==> src/rtl/prox_irq_pkg.sv <==
package prox_irq_pkg;
  // Saturating increment of an unsigned count.
  function automatic logic [3:0] sat_inc4(input logic [3:0] v);
    return (v == 4'hF) ? v : v + 4'd1;
  endfunction
endpackage

==> src/rtl/prox_thr_compare.sv <==
module prox_thr_compare #(
  parameter int BYTE_W = 8,
  parameter int NBYTES = 2
) (
  input  logic [NBYTES*BYTE_W-1:0] result,
  input  logic [NBYTES*BYTE_W-1:0] lo_bytes,
  input  logic [NBYTES*BYTE_W-1:0] hi_bytes,
  output logic                     out_of_range
);
  localparam int DATA_W = NBYTES * BYTE_W;

  logic [DATA_W-1:0] lo_word;
  logic [DATA_W-1:0] hi_word;

  // Byte k of the packed byte bus lands in word bits [k*BYTE_W +: BYTE_W].
  for (genvar k = 0; k < NBYTES; k++) begin : g_assemble
    assign lo_word[k*BYTE_W +: BYTE_W] = lo_bytes[k*BYTE_W +: BYTE_W];
    assign hi_word[k*BYTE_W +: BYTE_W] = hi_bytes[k*BYTE_W +: BYTE_W];
  end

  logic below;
  logic above;
  always_comb begin
    below        = result < lo_word;
    above        = result > hi_word;
    out_of_range = below | above;
  end
endmodule

==> src/rtl/prox_persist_count.sv <==
module prox_persist_count
  import prox_irq_pkg::*;
#(
  parameter int PERS_W = 4
) (
  input  logic              clk,
  input  logic              rst_n,
  input  logic              conv_done,
  input  logic              out_of_range,
  input  logic [PERS_W-1:0] pers,
  input  logic              clear,
  output logic              qualify
);
  logic [PERS_W-1:0] cnt_q;
  logic [PERS_W-1:0] cnt_d;
  logic [PERS_W-1:0] cnt_inc;
  logic              cnt_en;

  always_comb begin
    cnt_inc = sat_inc4(cnt_q);
    cnt_en  = conv_done | clear;
    if (conv_done)
      cnt_d = out_of_range ? cnt_inc : '0;
    else
      cnt_d = '0;
    qualify = conv_done &
              ((pers == '0) | (out_of_range & (cnt_inc >= pers)));
  end

  always_ff @(posedge clk or negedge rst_n) begin
    if (!rst_n)
      cnt_q <= '0;
    else if (cnt_en)
      cnt_q <= cnt_d;
  end
endmodule

==> src/rtl/prox_irq_latch.sv <==
module prox_irq_latch (
  input  logic clk,
  input  logic rst_n,
  input  logic qualify,
  input  logic irq_en,
  input  logic clear,
  input  logic conv_done,
  output logic pending,
  output logic data_valid
);
  logic pend_d;
  logic pend_en;
  logic valid_en;

  always_comb begin
    pend_en  = (qualify & irq_en) | clear;
    pend_d   = qualify & irq_en;
    valid_en = conv_done & ~data_valid;
  end

  always_ff @(posedge clk or negedge rst_n) begin
    if (!rst_n)
      pending <= 1'b0;
    else if (pend_en)
      pending <= pend_d;
  end

  always_ff @(posedge clk or negedge rst_n) begin
    if (!rst_n)
      data_valid <= 1'b0;
    else if (valid_en)
      data_valid <= 1'b1;
  end
endmodule

==> src/rtl/prox_irq_filter.sv <==
module prox_irq_filter #(
  parameter int BYTE_W   = 8,
  parameter int PERS_W   = 4,
  parameter int PERS_LSB = 4
) (
  input  logic              clk,
  input  logic              rst_n,
  input  logic              conv_done,
  input  logic [2*BYTE_W-1:0] result,
  input  logic [BYTE_W-1:0] lo_thr_lo_byte,
  input  logic [BYTE_W-1:0] lo_thr_hi_byte,
  input  logic [BYTE_W-1:0] hi_thr_lo_byte,
  input  logic [BYTE_W-1:0] hi_thr_hi_byte,
  input  logic [BYTE_W-1:0] persist_reg,
  input  logic              irq_en,
  input  logic              irq_clear,
  output logic              irq_pull_low,
  output logic              stat_irq,
  output logic              stat_valid
);
  localparam int NBYTES = 2;

  logic              oor;
  logic              qualify;
  logic              pending;
  logic [PERS_W-1:0] pers;

  assign pers = persist_reg[PERS_LSB +: PERS_W];

  prox_thr_compare #(.BYTE_W(BYTE_W), .NBYTES(NBYTES)) u_cmp (
    .result       (result),
    .lo_bytes     ({lo_thr_hi_byte, lo_thr_lo_byte}),
    .hi_bytes     ({hi_thr_hi_byte, hi_thr_lo_byte}),
    .out_of_range (oor)
  );

  prox_persist_count #(.PERS_W(PERS_W)) u_cnt (
    .clk          (clk),
    .rst_n        (rst_n),
    .conv_done    (conv_done),
    .out_of_range (oor),
    .pers         (pers),
    .clear        (irq_clear),
    .qualify      (qualify)
  );

  prox_irq_latch u_latch (
    .clk        (clk),
    .rst_n      (rst_n),
    .qualify    (qualify),
    .irq_en     (irq_en),
    .clear      (irq_clear),
    .conv_done  (conv_done),
    .pending    (pending),
    .data_valid (stat_valid)
  );

  always_comb begin
    irq_pull_low = pending & irq_en;
    stat_irq     = pending & irq_en;
  end
endmodule

==> config.mk <==
export PLATFORM = sky130hd
export DESIGN_NAME = prox_irq_filter
export DESIGN_NICKNAME = d
export VERILOG_FILES = /design/src/rtl/prox_irq_pkg.sv /design/src/rtl/prox_thr_compare.sv /design/src/rtl/prox_persist_count.sv /design/src/rtl/prox_irq_latch.sv /design/src/rtl/prox_irq_filter.sv
export SDC_FILE = /design/constraint.sdc
export NUM_CORES = 1
export LEC_CHECK = 0
export ABC_AREA = 1
export BUFFER_PORTS_ARGS = -buffer_cell sky130_fd_sc_hd__buf_2
export CORE_MARGIN = 4
export CORE_UTILIZATION = 50
export DETAILED_ROUTE_END_ITERATION = 12
export PLACE_DENSITY_LB_ADDON = 0.2
export REMOVE_ABC_BUFFERS = 1
export SETUP_SLACK_MARGIN = 0.05
export SLEW_MARGIN = 15
export SYNTH_ARGS = -nofsm -noshare
export SYNTH_HDL_FRONTEND = slang
export SYNTH_HIERARCHICAL = 1
export SYNTH_SLANG_ARGS = --single-unit
==> constraint.sdc <==
create_clock -name clk -period 3.65 [get_ports clk]
set_input_delay 0 -clock clk [delete_from_list [all_inputs] [get_ports clk]]
set_output_delay 0 -clock clk [all_outputs]
set_load 0.1 [all_outputs]
==> results of run 1 <==
[synth_stat cells (all sizes together)]
library cell / n / area (sq um)
inv: 52 / 195
nand2: 58 / 223
or2: 1 / 6.26
nor3: 4 / 36.3
buf: 1 / 7.51
a21o: 1 / 7.51
nand4: 2 / 12.5
nand3: 6 / 35.0
dfrtp: 6 / 150
a21oi: 15 / 78.8
o21ai: 9 / 56.3
nor2: 9 / 36.3
nand3b: 1 / 7.51
ha: 36 / 450
[sequential cells by signal, summed over array words and instances (netlist names)]
register and flops:
u_cnt/cnt_q 4, u_latch/data_valid 1, u_latch/pending 1
[final cells by class]
| class | instances | area, sq um |
|---|---|---|
| fillers | 264 | 807 |
| clock buffers | 3 | 22.5 |
| well taps | 30 | 37.5 |
| inverters | 52 | 195 |
| flip-flops and latches | 6 | 150 |
| repair buffers | 61 | 315 |
| multi-input cells | 142 | 950 |
[through the flow]
step           util, %  cells  setup WS, ps
2_1_floorplan        -    200          1930
3_3_place_gp      65.7    289          1780
3_5_place_dp      65.7    289          1770
4_1_cts           67.4    294          1700
5_1_grt           67.4    294          1520
6_report          67.4    294          1710
[cells in the final DEF, fill, tap and decap left out, drive strengths merged]
master,instances
a21o,1
a21oi,15
buf,59
clkbuf,3
dfrtp,6
dlygate4sd3,2
ha,36
inv,52
nand2,58
nand3,6
nand3b,1
nand4,2
nor2,9
nor3,4
o21ai,9
or2,1
[worst min path at each step]
stage / startpoint / endpoint / slack (ps) / cells after the start
finish: irq_clear / u_latch/pending / 20 / 4
global route: irq_clear / u_latch/pending / 30 / 4
CTS: irq_clear / u_latch/pending / 10 / 4
detailed placement: rst_n / u_cnt/cnt_q[2] / -170 / 1
global placement: rst_n / u_latch/data_valid / -180 / 1
floorplan: rst_n / u_cnt/cnt_q[0] / -300 / 0
[power groups by stage]
stage / sequential [mW] / clock (mW) / combinational (mW)
after CTS: 0.0835 / 0.0626 / 0.201
after global routing: 0.0847 / 0.0675 / 0.231
after detailed placement: 0.0839 / 0 / 0.197
after global placement: 0.0839 / 0 / 0.192
final: 0.0839 / 0.0597 / 0.198
after floorplan: 0.0819 / 0 / 0.135
[worst reg2reg max path, cell delays in order, from the launching register on]
cell and delay, ps:
dfrtp_1 410, ha_1 260, nand2_1 100, nand2_1 50, o21ai_1 160, inv_1 70
ha_1 310, a21oi_1 140, nand3_1 90, nand2_1 60, nand2_1 60, nand2_1 60
nand2_1 50
[what timing repair did]
action	in CTS	in global routing
hold buffers	2	0
gates resized for setup	0	0
endpoints found under the hold margin	7	0
[logic make-up (layout without fill, tap and decap cells)]
family	after synthesis	after routing	share of synthesized area, %
compound gates	25	25	11.0
buf+inv	53	116	15.6
simple gates	81	81	27.4
fa+ha+maj	36	36	34.6
flops	6	6	11.5
[metal layers]
metal	up-vias	global-route usage, %
met4	0	2.59
met3	0	3.92
li1	758	-
met2	37	33.3
met5	-	0
met1	585	19.1
==> flow_summary_export.csv, run 1 <==
group,metric,value,unit
cts,cts_buffers,3,
sta,period_needed,1940,ps
global_route,antenna_found_initial,0,
sta,fin_crit_sh,53.2,%
sta,hold_viol,0,
cts,post_cts_buffers,0,
cts,htree_levels,1,
global_route,first_global_vias,1322,
cts,cts_buffer_depth,2,
pwr,leakage,1.13,nW
setup_path,arrival,2070,ps
pwr,powerDensity,204,nW/um^2
sta,hold_slack,18.2,ps
synthesis,yosys_warnings,6,
setup_path,reg2reg_slack,1710,ps
sta,grt_setup_unrepaired,"no",
setup_path,reg2reg_from,"u_cnt/cnt_q[0]",
setup_path,cp.required,3780,ps
finish,n_antenna_cell,0,
global_route,grt_max_degree,7,
pwr,p_sw,0.143,mW
flow_run,max_cap_viol_count,0,
route,dr_total_vias,1380,
setup_path,path_cells,"ha_1 -> nand2_1 -> nand2_1 -> o21ai_1 -> inv_1 -> ha_1 -> a21oi_1 -> nand3_1 -> nand2_1 -> nand2_1 -> nand2_1 -> nand2_1",
pwr,sequentialPowerShare,24.6,%
place,detailedPlacementHpwl,2.55,mm
cts,cts_tree,"built",
pwr,clkPwrFrac,17.5,%
route,post_drt_wl_per_cell,9.50,microns
route,wl_met2,1.45,mm
setup_path,crit_family,"adder cells",
setup_path,start_kind,"flip-flop",
setup_path,crit_cells,12,
setup_path,path_buf_inv,1,
cts,worstSkewPairLatency,240,ps
sta,tightest_slew,486,ps
route,wl_met3,168,microns
place,place_area,1630,sq um
pwr,comb_power_share,57.9,%
place,gp_congestion,0.877,
setup_path,cp_common_cell,"nand2_1",
pwr,power,0.341,mW
setup_path,cp-startpoint,"u_cnt/cnt_q[0]",
synthesis,seq_area_frac_synth,11.5,%
place,port_buffers,59,
route,vias_per_cell,4.69,
route,first_iter_violations,33,
die,num_io_pins,64,
pwr,vdd_drop_max,0.000269,V
die,fp.coreArea,2480,sq um
setup_path,cpPeakStageDelay,410,ps
cts,cts.sinks,6,
setup_path,crit_end,"u_latch/pending",
route,routed_wl,2.79,mm
setup_path,crit_fanout,5,
route,drc,0,
cts,clockRootBuffer,"clkbuf_4",
route,drt.antenna.violating_nets,0,
sta,setup_violations,0,
sta,fin_setup_tns,0,ps
setup_path,critPathSlowestCell,"dfrtp_1",
die,start_util,52.6,%
die,die_w,59.0,microns
sta,fmax,0.515,GHz
hold_path,hold_path.class,"in -> reg",
route,top_layer_used,"met3",
route,met1_length,1.17,mm
synthesis,synth_cell_type_count,23,
pwr,intPower,0.198,mW
finish,design_area,1670,sq um
finish,drive_above_1_share,28.4,%
setup_path,r2r_cells,12,
sta,fin_worst_skew,2.87,ps
die,fp.dieArea,3490,sq um
die,rows,18,
synthesis,synth-seq-cells,6,
synthesis,synth.avg_cell_area,6.48,sq um
route,first_pass_iters,4,
finish,nets,363,
finish,syn_to_final_growth,28.2,%
global_route,grt_overflow,0,
die,die_h,59.0,microns
setup_path,cp-end-kind,"flip-flop",
sta,relSlewSlack,67.8,%
cts,cts.clk_slew.worst_paths,40,ps
global_route,grt_pass1_wl,4.80,mm
synthesis,synth.cell_area,1300,sq um
sta,drv_slew,0,
global_route,track_usage,17.2,%
pwr,switching_share,42.0,%
setup_path,rr_endpoint,"u_latch/pending",
run_status,status,"completed",
synthesis,synth_cells,201,
setup_path,worstSetupPathType,"reg -> reg",
Note: power is estimated with default switching activity, not from simulation.
==> inputs of run 2 (changes only) <==
--- a/config.mk
+++ b/config.mk
@@ -8,7 +8,7 @@
 export ABC_AREA = 1
 export BUFFER_PORTS_ARGS = -buffer_cell sky130_fd_sc_hd__buf_2
 export CORE_MARGIN = 4
-export CORE_UTILIZATION = 50
+export CORE_UTILIZATION = 47
 export DETAILED_ROUTE_END_ITERATION = 12
 export PLACE_DENSITY_LB_ADDON = 0.2
 export REMOVE_ABC_BUFFERS = 1
==> constraint.sdc (replaced) <==
create_clock -name clk -period 1.9 [get_ports clk]
set_input_delay 0 -clock clk [delete_from_list [all_inputs] [get_ports clk]]
set_output_delay 0 -clock clk [all_outputs]
set_load 0.1 [all_outputs]
==> flow_summary_export.csv, run 2 (synthesis results as in run 1) <==
group,metric,value,unit
cts,clockRootBuffer,"clkbuf_4",
die,start_util,50.7,%
cts,cts_buffer_depth,2,
die,num_io_pins,64,
global_route,track_usage,15.7,%
cts,cts_buffers,3,
finish,drive_above_1_share,31.2,%
sta,hold_viol,0,
pwr,sequentialPowerShare,24.1,%
die,fp.coreArea,2570,sq um
place,detailedPlacementHpwl,2.50,mm
run_status,status,"completed",
die,die_h,60.6,microns
finish,nets,365,
setup_path,worstSetupPathType,"reg -> reg",
sta,grt_setup_unrepaired,"no",
global_route,antenna_found_initial,0,
finish,mostFrequentLayoutCells,"buf_2 (59), nand2_1 (55), inv_1 (49)",
place,gp_congestion,0.790,
setup_path,cp-end-kind,"flip-flop",
global_route,first_global_vias,1268,
finish,layout_commonest_cell,"buf_2",
route,post_drt_wl_per_cell,9.37,microns
cts,worstSkewPairLatency,240,ps
setup_path,cp.required,2040,ps
sta,fin_crit_sh,89.0,%
route,drt.antenna.violating_nets,0,
place,pre_cts_ws,53.7,ps
global_route,grt_pass1_wl,4.60,mm
flow_run,max_cap_viol_count,0,
sta,fin_setup_tns,0,ps
cts,htree_levels,1,
sta,setup_violations,0,
place,port_buffers,59,
cts,cts.clk_slew.worst_paths,50,ps
sta,layout_setup_ws,209,ps
global_route,grt_overflow,0,
finish,largest_reg_flops,4,
route,first_pass_iters,4,
route,drc,0,
finish,top_regs,"u_cnt/cnt_q: 4 flops, u_latch/data_valid: 1 flops, u_latch/pending: 1 flops",
die,fp.dieArea,3680,sq um
sta,drv_slew,0,
sta,relSlewSlack,67.9,%
finish,largest-register,"u_cnt/cnt_q",
cts,cts.sinks,6,
route,dr_total_vias,1399,
die,die_w,60.6,microns
setup_path,arrival,1830,ps
pwr,clkPwrFrac,17.0,%
hold_path,hold_path.class,"in -> reg",
pwr,powerDensity,396,nW/um^2
pwr,switching_share,41.5,%
die,rows,18,
finish,syn_to_final_growth,32.5,%
finish,n_antenna_cell,0,
setup_path,start_kind,"flip-flop",
sta,fmax,0.591,GHz
sta,hold_slack,34.1,ps
sta,tightest_slew,484,ps
pwr,comb_power_share,58.9,%
pwr,power,0.683,mW
setup_path,crit_fanout,5,
route,first_iter_violations,24,
route,routed_wl,2.77,mm
sta,period_needed,1690,ps
pwr,vdd_drop_max,0.000544,V
pwr,intPower,0.400,mW
sta,fin_worst_skew,6.38,ps
pwr,p_sw,0.283,mW
cts,cts_tree,"built",
pwr,leakage,1.13,nW
route,vias_per_cell,4.73,
global_route,grt_max_degree,7,
## run 2: cell count changes in the layout (fill, tap and decap cells not counted), sizes merged
cell         before  now
buf              59   60
dlygate4sd3       2    3
## run 2: repair_timing
action	CTS	global route
buffers inserted	0	1
hold buffers	3	0
resized for setup	0	8
endpoints found under the setup margin	0	1
hold endpoints to repair	7	0
## run 2: metrics by stage
step | utilization, % | area [sq um] | instances
6_report | 67.2 | 1730 | 296
5_1_grt | 67.2 | 1730 | 296
4_1_cts | 65.4 | 1680 | 295
3_5_place_dp | 63.4 | 1630 | 289
3_3_place_gp | 63.4 | 1630 | 289
2_1_floorplan | - | 1290 | 200
## run 2: critical path: stages (launching register included)
cell     delay, ps
dfrtp_2        430
ha_4           180
nand2_1         80
nand2_1         60
o21ai_2        120
inv_1           80
ha_4           220
nand2_1         50
inv_1           40
nand2_1         50
nand3_1         60
nand2_1         70
nand2_1         50
nand2_1         60
nand2_1         50
## run 2: layer usage
layer | vias to the layer above | GRT usage, % | routed length, microns
li1 | 764 | - | -
met1 | 589 | 19.7 | 1240
met5 | - | 0 | 0
met4 | 0 | 1.86 | 23
met2 | 44 | 28.4 | 1290
met3 | 2 | 3.40 | 223
## run 2: power by group through the flow
stage	Sequential (mW)	Combinational [mW]	Clock (mW)
floorplan	0.157	0.260	0
global placement	0.159	0.369	0
detailed placement	0.160	0.378	0
CTS	0.159	0.384	0.120
global route	0.166	0.472	0.126
finish	0.164	0.402	0.116
## run 2: cell type report
class | instances | area (sq um)
timing repair buffer | 63 | 333
sequential | 6 | 153
inverter | 52 | 195
tap | 30 | 37.5
fill | 256 | 842
multi-input combinational | 142 | 985
clock buffer | 3 | 22.5
## run 2: path summary, 6_finish.rpt
| path | from | cells after the start | slack [ps] | to |
|---|---|---|---|---|
| max | u_cnt/cnt_q[0] | 14 | 210 | u_latch/pending |
| min in group asynchronous | rst_n | 2 | 160 | u_cnt/cnt_q[2] |
| min | conv_done | 2 | 30 | u_latch/data_valid |
| max reg2reg | u_cnt/cnt_q[0] | 14 | 210 | u_latch/pending |
| min reg2reg | u_latch/data_valid | 1 | 450 | u_latch/data_valid |
| max in group asynchronous | rst_n | 2 | 1580 | u_cnt/cnt_q[1] |
